## config.mk

```make
export PLATFORM = sky130hd
export DESIGN_NAME = addr_sec_attrib
export DESIGN_NICKNAME = d
export VERILOG_FILES = /design/src/rtl/addr_sec_attrib.sv
export SDC_FILE = /design/constraint.sdc
export NUM_CORES = 1
export LEC_CHECK = 0
export ABC_AREA = 1
export BUFFER_PORTS_ARGS = -buffer_cell sky130_fd_sc_hd__buf_2
export CORE_ASPECT_RATIO = 0.9
export CORE_UTILIZATION = 26
export CTS_BUF_LIST = sky130_fd_sc_hd__clkbuf_4 sky130_fd_sc_hd__clkbuf_8
export DETAILED_ROUTE_END_ITERATION = 12
export HOLD_SLACK_MARGIN = 0.08
export PLACE_DENSITY = 0.9
export SLEW_MARGIN = 10
export SYNTH_ARGS = -nofsm -noshare
export SYNTH_HDL_FRONTEND = slang
export SYNTH_SLANG_ARGS = --single-unit
```

## constraint.sdc

```tcl
create_clock -name clk -period 0.8 [get_ports clk]
set_input_delay 0.16 -clock clk [delete_from_list [all_inputs] [get_ports clk]]
set_output_delay 0.16 -clock clk [all_outputs]
set_load 0.005 [all_outputs]
```

## src/rtl/addr_sec_attrib.sv

```systemverilog
module addr_sec_attrib #(
  parameter int ADDR_W = 32,
  parameter int REGION_W = 4,
  parameter int CFG_W = 2,
  parameter int DATA_W = 32,
  parameter logic [ADDR_W-1:0] EXEMPT_MASK = 32'hEFF0_0000,
  parameter logic [ADDR_W-1:0] EXEMPT_MATCH = 32'hE000_0000
) (
  input  logic                clk,
  input  logic                rst_n,
  input  logic                cfg_wr_en,
  input  logic [DATA_W-1:0]   cfg_wr_data,
  output logic [DATA_W-1:0]   cfg_rd_data,
  input  logic                lookup_valid,
  input  logic [ADDR_W-1:0]   lookup_addr,
  output logic                resp_valid,
  output logic [REGION_W-1:0] resp_region,
  output logic                resp_nonsec,
  output logic                resp_callable,
  output logic                resp_exempt
);
  localparam int REG_LSB = ADDR_W - REGION_W;

  logic [CFG_W-1:0]    cfg_q;
  logic [REGION_W-1:0] region;
  logic [CFG_W-1:0]    call_hit;
  logic                unused_wr_bits;

  assign unused_wr_bits = ^cfg_wr_data[DATA_W-1:CFG_W];
  assign region = lookup_addr[ADDR_W-1:REG_LSB];
  assign cfg_rd_data = {{(DATA_W-CFG_W){1'b0}}, cfg_q};

  // configuration bit i opens secure region 2*i+1
  for (genvar i = 0; i < CFG_W; i++) begin : g_call
    assign call_hit[i] = cfg_q[i] && (region == REGION_W'(2*i+1));
  end

  always_ff @(posedge clk or negedge rst_n) begin
    if (!rst_n) cfg_q <= '0;
    else if (cfg_wr_en) cfg_q <= cfg_wr_data[CFG_W-1:0];
  end

  always_ff @(posedge clk or negedge rst_n) begin
    if (!rst_n) begin
      resp_valid    <= 1'b0;
      resp_region   <= '0;
      resp_nonsec   <= 1'b0;
      resp_callable <= 1'b0;
      resp_exempt   <= 1'b0;
    end else begin
      resp_valid <= lookup_valid;
      if (lookup_valid) begin
        resp_region   <= region;
        resp_nonsec   <= ~lookup_addr[REG_LSB];
        resp_callable <= |call_hit;
        resp_exempt   <= (lookup_addr & EXEMPT_MASK) == EXEMPT_MATCH;
      end
    end
  end


  resp_pulse_chk: assert property (@(posedge clk) disable iff (!rst_n)
    lookup_valid |=> resp_valid);

  no_spurious_resp_chk: assert property (@(posedge clk) disable iff (!rst_n)
    !lookup_valid |=> !resp_valid);

  region_track_chk: assert property (@(posedge clk) disable iff (!rst_n)
    lookup_valid |=> resp_region == $past(lookup_addr[ADDR_W-1:REG_LSB]));

  secure_odd_chk: assert property (@(posedge clk) disable iff (!rst_n)
    resp_valid |-> resp_nonsec != resp_region[0]);

  exempt_top_chk: assert property (@(posedge clk) disable iff (!rst_n)
    (resp_valid && resp_exempt) |-> resp_region[REGION_W-1:1] == '1);

  cfg_write_chk: assert property (@(posedge clk) disable iff (!rst_n)
    cfg_wr_en |=> cfg_rd_data[CFG_W-1:0] == $past(cfg_wr_data[CFG_W-1:0]));

  cfg_hold_chk: assert property (@(posedge clk) disable iff (!rst_n)
    !cfg_wr_en |=> $stable(cfg_rd_data));

  same_cycle_cfg_chk: assert property (@(posedge clk) disable iff (!rst_n)
    (lookup_valid && cfg_wr_en && lookup_addr[ADDR_W-1:REG_LSB] == REGION_W'(1))
      |=> resp_callable == $past(cfg_rd_data[0]));

  hold_fields_chk: assert property (@(posedge clk) disable iff (!rst_n)
    !lookup_valid |=> $stable({resp_region, resp_nonsec, resp_callable, resp_exempt}));

  callable_secure_chk: assert property (@(posedge clk) disable iff (!rst_n)
    resp_callable |-> !resp_nonsec);
endmodule

```

==> flow_results.org, run 1 <==
** Synth
- Mean instance size in the synthesized netlist :: between 7 and 8 um^2
- Distinct cells, synth :: 13
- Number of cells produced by synthesis :: 84
- The cell area that synthesis handed to floorplanning was roughly 660 um^2.
- After synthesis, flip-flops and latches occupy around 38% of the total area.
- The Yosys step of the flow raised 0 warnings.
- Flip-flop and latch count after synthesis :: 10

** Routing
- In the final routed layout, each cell accounts on average for approximately 8.3 um.
- In the routed layout, each cell is associated on average with a via count of roughly 3.6.
- Antenna-violating nets left :: 0
- The pre-antenna-repair detailed-routing pass consisted of 2 iterations.
- Post-detailed-routing wire length :: ~1300 um
- Via count :: 540
- In this run, the number of DRC markers left after iteration 0 of detailed routing was 5.
- Number of DRC violations after detailed routing :: 0

** STA
- Setup repair after global routing could not meet its margin everywhere.
- Hold is met by 112 ps.
- Setup violations remaining at the end of the flow were counted as 12.
- Dividing the final minimum period by the clock period gives 117%.
- Subtracting the final worst setup slack from the clock period gives between 900 and 1000 ps.
- Across all setup checks in the final design, the least slack found is -138 ps.
- Fin. Hold Viols :: 0
- The number of max-slew violations in the final report is 0.
- Fmax achieved :: ~1.1 GHz
- For the final database, setup skew stands at 0.773 ps.

** Critical path
- Peak fanout along the critical path :: 2
- The worst register-to-register path ends at resp_region[0].
- The startpoint identified for the worst register-to-register timing path is resp_region[0].
- Kind of cell adding the most delay to the critical path :: flip-flops
- The number of buffers and inverters on the critical path is 1.
- STA classifies the critical path endpoint as an output port.
- STA puts the critical path data arrival time at around 800 ps.
- For the worst setup path, the data required time is between 600 and 700 ps.
- Slowest stage delay, CP :: approximately 400 ps
- Among all stages on the critical path, the largest delay is contributed by dfrtp_1.
- The worst setup path is launched from a flop.
- The signal on the critical path passes through buf_2.
- Worst Reg-to-Reg Cells :: 3
- The worst register-to-register path has a setup slack of -110 ps.
- By startpoint and endpoint, the worst setup path is classified as reg2out.

** Placed design
- Global placer's final weighted congestion :: approximately 0.77
- The count of buffers added on input and output ports is 27.
- The HPWL after detailed placement is ~1000 um.

** Hold path
- WHS Path Cells :: 3
- The worst hold path terminates at cfg_q[1].
- The path class of the tightest hold or removal check is in2reg.
- Origin of the worst min-delay path :: cfg_wr_data[1]

** GRT
- The first global-routing pass estimated 1830 um of wire.
- Via count of the first global-routing pass :: 444
- Number of antenna violations at the first check in global routing :: 0
- Entering global routing, the biggest net connects 11 pins.
- Tot GR Track Use :: around a tenth
- The total overflow left after global routing is 0.

** Clock network
- Clock Sink Count :: 10
- In this run the deepest clock path goes through 2 buffers.
- TritonCTS built the clock tree.
- CTS placed an instance of clkbuf_4 at the clock tree root.
- After clock tree synthesis, the clock-pin slew on the worst setup and hold paths is roughly 60 ps.
- Latest clock arrival within the worst-skew pair :: approximately 260 ps
- Maximum level of the CTS H-tree :: 1
- TritonCTS buffer count :: 3

** Cells and area
- The post-route netlist has ~38% of its cells at a drive strength greater than 1.
- Synthesis-to-finish area growth :: 27.2%
- In the final design database the tool counted 195 nets.
- Antenna diode count :: 0
- At the end of the flow the core is filled with cells to 36.9%.

** Floorplanning
- Starting density of the core :: 29.0%
- In this run the standard cell core region covers roughly 2300 um^2.
- Top-level port count :: roughly 110
- Overall die height :: around 50 um
- Placement Rows :: 16
- Chip Width :: around 55 um
- Die ar. :: between 2000 and 3000 um^2

** Run
- Max-capacitance violation count :: 0

** Run status
- Failing checks :: negative setup slack
- Result of the run :: complete, but fails checks

** Pwr
- Largest voltage drop on the vdd net :: 0.793 mV
- The analysis attributes to cell leakage a power of ~0.00053 uW.
- Power spread over the standard cell area amounts to between 1000 and 1500 nW/um^2.
-- how the worst max path moves through the flow --
stage	slack (ps)	endpoint	cells after the start	start
2_1_floorplan	50	cfg_q[0]	1	cfg_q[0]
3_3_place_gp	20	resp_region[0]	4	lookup_valid
3_5_place_dp	-10	resp_region[0]	4	lookup_valid
4_1_cts	-140	resp_exempt	1	resp_exempt
5_1_grt	-170	resp_nonsec	1	resp_nonsec
6_report	-140	resp_nonsec	1	resp_nonsec
-- synthesized netlist by cell type --
cell type  count  share of area (%)
buf_4         30                 34
nand2_1       19                 11
dfrtp_1       10                 38
inv_1         10                5.7
nor2_1         4                2.3
o21ai_0        3                2.3
nand3_1        2                1.5
conb_1         1               0.57
inv_2          1               0.57
mux2_2         1                1.7
o21a_1         1                1.1
o21ai_1        1               0.76
or2_1          1               0.95
-- final cells by class --
class | instances | area (um^2)
clock buffer | 3 | 22.5
fill | 267 | 1440
inverter | 11 | 41.3
multi-input combinational | 62 | 267
sequential | 10 | 250
tap | 27 | 33.8
timing repair buffer | 39 | 228
-- per-stage QoR --
| step | instances | worst slack, ps | setup TNS, ps | power (uW) | cell area [um^2] |
|---|---|---|---|---|---|
| 6_report | 152 | -138 | -1360 | 1160 | 842 |
| 2_1_floorplan | 113 | 50.8 | 0 | 767 | 771 |
| 3_5_place_dp | 140 | -14.5 | -14.5 | 780 | 737 |
| 4_1_cts | 150 | -140 | -1360 | 1160 | 818 |
| 5_1_grt | 152 | -169 | -1790 | 1240 | 842 |
| 3_3_place_gp | 140 | 20.4 | 0 | 774 | 737 |
-- layout by cell type, fill, tap and decap left out --
cell,n
conb_1,30
buf_2,27
nand2_1,17
buf_4,11
inv_1,10
dfrtp_1,10
nor2_1,4
clkbuf_4,3
nand2_2,2
o21ai_2,2
nand3_1,2
inv_2,1
or2_1,1
o21a_1,1
mux2_2,1
o21ai_0,1
o21ai_1,1
dlygate4sd3_1,1
-- layer usage --
layer | up-vias | GRT usage [%] | wire (um)
li1 | 273 | - | -
met1 | 233 | 11.6 | 447
met2 | 32 | 14.9 | 634
met3 | 2 | 5.25 | 172
met4 | 0 | 2.50 | 11
met5 | - | 0 | 0
-- flip-flops by register name (all words and copies together) (netlist names) --
| signal | cells |
|---|---|
| resp_region | 4 |
| cfg_q | 2 |
| resp_callable | 1 |
| resp_exempt | 1 |
| resp_nonsec | 1 |
| resp_valid | 1 |
-- power by group --
part / internal (uW) / switching (uW)
combinational: 138 / 137
clock: 173 / 151
sequential: 543 / 17.6
total: 854 / 305
-- cell families (layout without fill, tap and decap cells) --
logic type      Yosys count  after routing  synth area share (%)
flops                    10             10                  37.8
simple gates             26             26                  15.5
mux                       1              1                  1.70
compound gates            5              5                  4.16
buf+inv                  41             53                  40.3
other cells               1             30                 0.567
-- what timing repair did --
item	CTS	global route
endpoints found under the hold margin	10	0
setup buffers	6	4
hold buffers	1	0
resized for setup	2	4
cloned	0	0
pin swaps	2	2
setup endpoints to repair	10	14
(Power assumes the default switching activity.)
==> inputs of run 2 (changes only) <==
--- a/config.mk
+++ b/config.mk
@@ -7,6 +7,6 @@
 export LEC_CHECK = 0
-export ABC_AREA = 1
+export ABC_AREA = 0
 export BUFFER_PORTS_ARGS = -buffer_cell sky130_fd_sc_hd__buf_2
 export CORE_ASPECT_RATIO = 0.9
-export CORE_UTILIZATION = 26
+export CORE_UTILIZATION = 25
 export CTS_BUF_LIST = sky130_fd_sc_hd__clkbuf_4 sky130_fd_sc_hd__clkbuf_8
@@ -14,3 +14,3 @@
 export HOLD_SLACK_MARGIN = 0.08
-export PLACE_DENSITY = 0.9
+export PLACE_DENSITY = 0.88
 export SLEW_MARGIN = 10
==> constraint.sdc (replaced) <==
create_clock -name clk -period 0.8 [get_ports clk]
set_input_delay 0.04 -clock clk [delete_from_list [all_inputs] [get_ports clk]]
set_output_delay 0.04 -clock clk [all_outputs]
set_load 0.005 [all_outputs]
==> run 2 against run 1 <==
Against the previous run: non-clock buffer count down 7; setup slack better by 18 ps; fmax rose by 1.9%; routed wire length down 7.9%; total power is 1.8% lower; utilization decreased by 5.6 points; first-iteration DRC count is 60% lower; global-route usage down 0.10 points; synthesized cell count down 27%; flip-flop and latch count unchanged; largest cell class unchanged; synthesized area decreased by 3.4%; count of clock-buffer cells in the layout did not move; the run still ends with negative setup slack left.
==> flow_results.org, run 2 <==
** Floorplanning
- The width of the chip was 55.3 um (was 55.2 um).
- The number of placement rows was 17 (was 16).
- Core ar. :: 2450 um^2 (was 2280 um^2)
- Overall die height :: 50.0 um (was 49.9 um)
- The I/O pin count is 108 (unchanged).
- The die outline area is 2760 um^2 (was 2750 um^2).
- Starting density of the core :: 26.1% (was 29.0%)

** Cells and area
- Most frequent cells in the layout :: 30 x conb_1, 27 x buf_2, 10 x dfrtp_1, 5 x mux2_2, 4 x dlygate4sd3_1 (was 30 x conb_1, 27 x buf_2, 17 x nand2_1, 11 x buf_4)
- The antenna diode count is 0 (unchanged).
- The most common cell after layout, fill and taps aside was conb_1 (unchanged).
- The share of cells above drive strength 1 came to 40.4% (was 37.6%).
- Number of nets in the final layout :: 164 (was 195)
- Registers with the most flip-flops: resp_region: 4 flops, cfg_q: 2 flops (unchanged).
- The most flop-heavy register is resp_region (unchanged).
- The area growth from synthesis to layout came to 19.6% (was 27.2%).
- Post-layout util :: 31.3% (was 36.9%)
- The flip-flop count of the largest register after layout was 4 (unchanged).

** Synth
- The largest area contributor in the synthesized netlist was dfrtp_1 (unchanged).
- Post-Synthesis Cell Area :: 639 um^2 (was 662 um^2)
- The post-synthesis cell type count is 15 (was 13).
- Flip-flop cell with the highest count after synthesis :: dfrtp_1 (unchanged)
- Async S/R FF share, synth :: 100% (unchanged)
- The flip-flop and latch count after synthesis was 10 (unchanged).
- Number of synthesized flops with an enable pin :: 0 (unchanged)
- Count of warnings emitted by yosys :: 0 (unchanged)
- The count of mapped cells out of synthesis is 61 (was 84).
- The sequential element share of the synthesized area was 39.1% (was 37.8%).
- Top-count cell post-synth :: buf_4 (unchanged)
- Most area-consuming cells after synthesis :: dfrtp_1 39%, buf_4 35%, mux2_2 11%, nand4_1 2.0%, and4b_2 1.8% (was dfrtp_1 38%, buf_4 34%, nand2_1 11%, inv_1 5.7%, o21ai_0 2.3%)
- The average footprint of a synthesized cell is 10.5 um^2 (was 7.88 um^2).
- Leading post-synthesis cells by instance count: 30 x buf_4, 10 x dfrtp_1, 6 x mux2_2, 3 x inv_1, 2 x nand4_1 (was 30 x buf_4, 19 x nand2_1, 10 x dfrtp_1, 10 x inv_1, 4 x nor2_1).
- Area share of the largest cell type after synthesis :: 39.1% (was 37.8%)

** STA
- Unrepaired setup endpoints after global routing: yes (unchanged).
- The setup skew after layout was 0.129 ps (was 0.773 ps).
- Final critical delay including setup and external delays :: 921 ps (was 938 ps)
- Fin. Hold Viols :: 0 (unchanged)
- The peak clock frequency supported by timing is 1.09 GHz (was 1.07 GHz).
- The number of max-slew violations in the final report came to 0 (unchanged).
- The portion of the clock cycle consumed by the worst path in the final layout is 115% (was 117%).
- The number of setup violations in the final report came to 9 (was 12).
- The final setup slack of the worst path came to -121 ps (was -138 ps).
- The worst slack on hold paths was 53.0 ps (was 112 ps).

** Routing
- Number of DRC violations after detailed routing :: 0 (unchanged)
- The number of nets still failing antenna checks after routing is 0 (unchanged).
- Detailed-route wire length per cell :: 9.56 um (was 8.33 um)
- First-pass detailed-route iteration total :: 2 (unchanged)
- Via count :: 461 (was 540)
- DR iter-0 viols :: 2 (was 5)
- Post-detailed-routing wire length :: 1170 um (was 1270 um)
- The number of vias per cell is 3.78 (was 3.55).

** Run status
- Failing checks: negative setup slack (unchanged).
- Result of the run: complete, but fails checks (unchanged).

** Run
- The number of max-cap violations is 0 (unchanged).

** GRT
- Via count of the first global-routing pass :: 442 (was 444)
- Global-route wire length before repair :: 1940 um (was 1830 um)
- Largest net degree at the start of global routing :: 11 (unchanged)
- Remaining Overflow, GRT :: 0 (unchanged)
- Number of antenna violations at the first check in global routing :: 0 (unchanged)
- The combined global-route utilization of all metal layers was 9.60% (was 9.71%).

** Pwr
- The switching component of the power is 299 uW (was 305 uW).
- Design internal power :: 839 uW (was 854 uW)
- The leakage power came to 0.000433 uW (was 0.000534 uW).
- The part of the total power dissipated in sequential elements was 50.2% (was 48.4%).
- Proportion of total power due to net switching :: 26.3% (about the same)
- Clk pwr share :: 29.8% (was 27.9%)
- Power density over cell area :: 1490 nW/um^2 (was 1380 nW/um^2)
- Combinational share of power :: 20.0% (was 23.7%)
- The peak ir drop on the vdd network was 0.797 mV (was 0.793 mV).

** Clock network
- The insertion delay to the later sink of the worst-skew pair came to 260 ps (about the same).
- The number of sinks driven by the clock tree was 10 (unchanged).
- Longest Clk Path Bufs :: 2 (unchanged)
- The buffer type at the clock tree root is clkbuf_4 (unchanged).
- Maximum level of the CTS H-tree :: 1 (unchanged)
- The clock slew at the register clock pins of the worst setup and hold paths is 60 ps (about the same).
- CTS tree :: done (unchanged)
- Hold buffer count at CTS :: 7 (was 1)
- The total CTS buffers was 3 (unchanged).

** Critical path
- Critical path startpoint :: cfg_q[0] (was resp_nonsec)
- The kind of cell adding the most delay to the critical path was flip-flops (unchanged).
- Slowest-stage cell, CP :: dfrtp_1 (unchanged)
- Worst reg2reg endpoint :: resp_callable (was resp_region[0])
- Worst Setup Start Kind :: flop (unchanged)
- The launch instance of the worst register-to-register path is cfg_q[0] (was resp_region[0]).
- The register-to-register path setup slack came to -120 ps (was -110 ps).
- The endpoint class of the critical path is a flop (was output port).
- Slowest stage delay, CP :: 400 ps (was 390 ps)
- The arrival time at the worst endpoint was 1070 ps (was 780 ps).
- Crit path buffers/inverters :: 0 (was 1)
- Type of the worst setup path :: reg2reg (was reg2out)
- Critical path, cell by cell: mux2_4 > nand4_1 > o21ai_1 (was buf_2).
- Worst Reg-to-Reg Cells :: 3 (unchanged)
- The critical path data required time came to 950 ps (was 640 ps).
- Peak fanout along the critical path :: 3 (was 2)

** Hold path
- Path type of the worst min-delay path :: in2reg (unchanged)
- End point of the most critical hold path :: resp_region[3] (was cfg_q[1])
- WHS Path Cells :: 2 (was 3)
- Origin of the worst min-delay path :: lookup_addr[31] (was cfg_wr_data[1])

** Placed design
- The number of port buffers is 27 (unchanged).
- Final HPWL from detailed placement :: 834 um (was 1030 um)
- The final estimated routing congestion in global placement was 0.651 (was 0.767).
## run 2: cell types whose count changed in the layout (fill, tap and decap cells not counted), sizes merged, moves of 2 or more
cell and delta:
nand4 +2, dlygate4sd3 +3, o21ai -2, inv -8
mux2 +6, nand2 -19, nor2 -3, buf -11
nand3 -2
## run 2: what timing repair did
| item | in CTS | in global routing |
|---|---|---|
| setup endpoints to repair | 11 | 15 |
| buffers inserted | 0 | 0 |
| resized for setup | 0 | 2 |
| endpoints found under the hold margin | 20 | 4 |
## run 2: kinds of logic after synthesis
logic type             share of synthesized area (%)
AO/OA/AOI/OAI                                   1.56
buffers and inverters                           38.7
flip-flops                                      39.1
multiplexers                                    13.9
other                                          0.587
AND/OR/NAND/NOR                                 6.07
## run 2: how the worst max path moves through the flow
stage,cells after the start,to
2_1_floorplan,3,resp_callable
5_1_grt,3,resp_callable
4_1_cts,3,resp_callable
6_report,3,resp_callable
3_3_place_gp,3,resp_callable
3_5_place_dp,3,resp_callable
## run 2: worst register-to-register path: stages, from the launching register on
cell and delay (ps):
dfrtp_1 400, mux2_4 280, nand4_1 70, o21ai_1 60
## run 2: power by group through the flow
| stage | Sequential (uW) | Combinational, uW | Clock (uW) |
|---|---|---|---|
| 6_report | 571 | 228 | 339 |
| 5_1_grt | 575 | 255 | 373 |
| 4_1_cts | 569 | 226 | 354 |
| 3_5_place_dp | 578 | 201 | 0 |
| 3_3_place_gp | 575 | 195 | 0 |
| 2_1_floorplan | 580 | 202 | 0 |
## run 2: layout make-up
cell class              count  area [um^2]
inverters                   3         11.3
well taps                  28         35.0
repair buffers             32          188
clock buffers               3         22.5
multi-input cells          46          258
flip-flops and latches     10          250
fillers                   252         1680
## run 2: per-layer routing
metal	GRT usage, %	vias to the layer above	share of wire, %
met5	0	-	0
met4	11.3	0	4.7
met3	1.84	4	11
met2	16.3	51	48
met1	9.15	200	37
li1	-	206	-
## run 2: per-stage QoR
step / total power [uW] / std cells / TNS [ps] / worst slack, ps / area (um^2)
after floorplan: 782 / 90 / -73.9 / -73.9 / 752
after global placement: 770 / 114 / -67.3 / -67.3 / 686
after detailed placement: 779 / 114 / -105 / -105 / 686
after CTS: 1150 / 124 / -379 / -116 / 778
after global routing: 1200 / 122 / -582 / -162 / 764
final: 1140 / 122 / -284 / -121 / 764
==> inputs of run 3 (changes only) <==
Settings changed: RECOVER_POWER set to 25.
==> run 3 against run 2 <==
Against the previous run: the run still ends with negative setup slack left; via count unchanged; global-route usage is the same; clock skew is the same; die area did not move; utilization is 0.051 points lower; sequential share of layout area is 0.054 points higher; sequential power barely moved; register-to-register slack is essentially flat; critical path depth is the same; fmax unchanged; count of clock-buffer cells in the layout unchanged; critical endpoint unchanged.
==> flow_results.org, run 3 (synthesis results as in run 2) <==
** Floorplanning
- The area of the placeable core is 2450 um^2 (unchanged).
- Die ar. :: 2760 um^2 (unchanged)
- Overall die height :: 50.0 um (unchanged)
- The number of placement rows came to 17 (unchanged).
- Chip Width :: 55.3 um (unchanged)
- Starting density of the core :: 26.1% (unchanged)
- The I/O pin count came to 108 (unchanged).

** Critical path
- Critical path, cell by cell: mux2_4 > nand4_1 > o21ai_1 (unchanged).
- The critical path launch point type is a flop (unchanged).
- Critical Path End Type :: flop (unchanged)
- The arrival time at the worst endpoint was 1070 ps (about the same).
- The largest fanout on the critical path came to 3 (unchanged).
- Crit path buffers/inverters :: 0 (unchanged)
- The worst setup path category was reg2reg (unchanged).
- The worst stage delay on the critical path is 400 ps (about the same).
- Kind of cell adding the most delay to the critical path :: flip-flops (unchanged)
- The critical path data required time came to 950 ps (about the same).
- Slowest-stage cell, CP :: dfrtp_1 (unchanged)
- The launch instance of the worst register-to-register path was cfg_q[0] (unchanged).
- Critical path startpoint :: cfg_q[0] (unchanged)

** Placed design
- The final estimated routing congestion in global placement is 0.651 (unchanged).
- The placement-stage cell area was 686 um^2 (unchanged).
- The estimated wirelength of the detail-placed design is 834 um (unchanged).
- Number of buffers added on ports :: 27 (unchanged)

** STA
- Worst setup slack after layout :: -121 ps (about the same)
- Unrepaired setup endpoints after global routing :: yes (unchanged)
- Count of pins over their slew limit :: 0 (unchanged)
- Headroom to the max-slew limit :: a little over three fifths
- Portion of the clock cycle consumed by the worst path in the final layout :: 115% (about the same)
- The final-report hold violation count is 0 (unchanged).
- Worst Max-Slew Pin Slew :: about 550 ps
- Final critical delay including setup and external delays :: 921 ps (about the same)
- Final clock skew :: 0.129 ps (unchanged)
- Fmax achieved :: 1.09 GHz (unchanged)
- Final-layout worst hold slack :: 53.0 ps (unchanged)
- The number of setup violations in the final report was 9 (unchanged).

** GRT
- The first-pass GRT wire length is 1940 um (unchanged).
- Tot GR Track Use :: 9.60% (unchanged)
- Number of antenna violations at the first check in global routing :: 0 (unchanged)
- The via count of the first global-routing pass came to 442 (unchanged).
- The maximum number of pins on one net before global-route repair was 11 (unchanged).
- The global route total overflow came to 0 (unchanged).

** Clock network
- Latest clock arrival within the worst-skew pair :: 260 ps (about the same)
- The number of buffers between clock root and the deepest sink came to 2 (unchanged).
- Clock Sink Count :: 10 (unchanged)
- The total CTS buffers came to 3 (unchanged).
- The buffer type at the clock tree root was clkbuf_4 (unchanged).
- Hold buffer count at CTS :: 7 (unchanged)
- The H-tree depth is 1 (unchanged).
- The TritonCTS clock tree is done (unchanged).
- Worst-path clk slew :: 60 ps (about the same)

** Pwr
- The leakage power came to 0.000430 uW (was 0.000433 uW).
- Power density over cell area :: 1490 nW/um^2 (about the same)
- Largest voltage drop on the vdd net :: 0.796 mV (was 0.797 mV)

** Routing
- The number of nets still failing antenna checks after routing is 0 (unchanged).
- DR iter-0 viols :: 2 (unchanged)
- The post-detailed-route wirelength per cell is 9.57 um (was 9.56 um).
- The number of vias per cell is 3.78 (unchanged).
- Number of DRC violations after detailed routing :: 0 (unchanged)
- The total wire length after detailed routing is 1170 um (about the same).
- The total number of vias was 461 (unchanged).
- First-pass detailed-route iteration total :: 2 (unchanged)

** Hold path
- Path type of the worst min-delay path :: in2reg (unchanged)
- Origin of the worst min-delay path :: lookup_addr[31] (unchanged)

** Run
- Max-capacitance violation count :: 0 (unchanged)

** Cells and area
- Most frequent cells in the layout :: 30 x conb_1, 26 x buf_2, 10 x dfrtp_1, 5 x mux2_2, 4 x dlygate4sd3_1 (was 30 x conb_1, 27 x buf_2, 10 x dfrtp_1, 5 x mux2_2, 4 x dlygate4sd3_1)
- The area of all placed cells without fillers was 763 um^2 (was 764 um^2).
- Synthesis-to-finish area growth :: 19.4% (was 19.6%)
- Max reg flops :: 4 (unchanged)
- Registers with the most flip-flops :: resp_region: 4 flops, cfg_q: 2 flops (unchanged)
- Share of final-layout standard cells stronger than drive strength 1 :: 39.4% (was 40.4%)
- Most common library cell in the layout ignoring fill and taps :: conb_1 (unchanged)
- The most flop-heavy register is resp_region (unchanged).
- The final design utilization came to 31.2% (was 31.3%).
- Antenna diode count :: 0 (unchanged)
- The net count of the finished layout is 164 (unchanged).

** Run status
- Failing checks :: negative setup slack (unchanged)
- Result of the run :: complete, but fails checks (unchanged)
## run 3: layout make-up
type                       instances  area, um^2
clock buffer                       3        22.5
tap                               28        35.0
sequential                        10         250
multi-input combinational         46         258
fill                             253        1680
inverter                           3        11.3
timing repair buffer              32         186
## run 3: worst paths after layout
kind	to	slack [ps]	cells past startpoint
max reg2reg	resp_callable	-120	3
max in group asynchronous	resp_region[3]	160	2
min in group asynchronous	resp_valid	270	2
min	resp_region[3]	50	2
max	resp_callable	-120	3
min reg2reg	resp_callable	510	2
## run 3: per-stage QoR
step                power [uW]  cells  setup TNS (ps)  setup WS, ps
global placement           770    114           -67.3         -67.3
floorplan                  782     90           -73.9         -73.9
detailed placement         779    114            -105          -105
finish                    1140    122            -284          -121
global route              1200    122            -582          -162
CTS                       1150    124            -379          -116
## run 3: routing by layer
metal | vias to the layer above | wire, um | GRT usage, %
met5 | - | 0 | 0
met4 | 0 | 55 | 11.3
met3 | 4 | 123 | 1.84
met2 | 51 | 558 | 16.3
met1 | 200 | 429 | 9.15
li1 | 206 | - | -
## run 3: what timing repair did
action                     4_1_cts  5_1_grt
hold endpoints to repair        20        4
resized for setup                0        2
setup buffers                    0        0
gates cloned                     0        0
setup endpoints to repair       11       15
## run 3: report_power, final
part / switching (uW) / total (uW) / internal (uW) / leakage (uW)
registers: 25.1 / 571 / 546 / 0.000121
logic: 110 / 228 / 118 / 0.000295
clock network: 165 / 339 / 174 / 0.0000138
total: 300 / 1140 / 838 / 0.000430
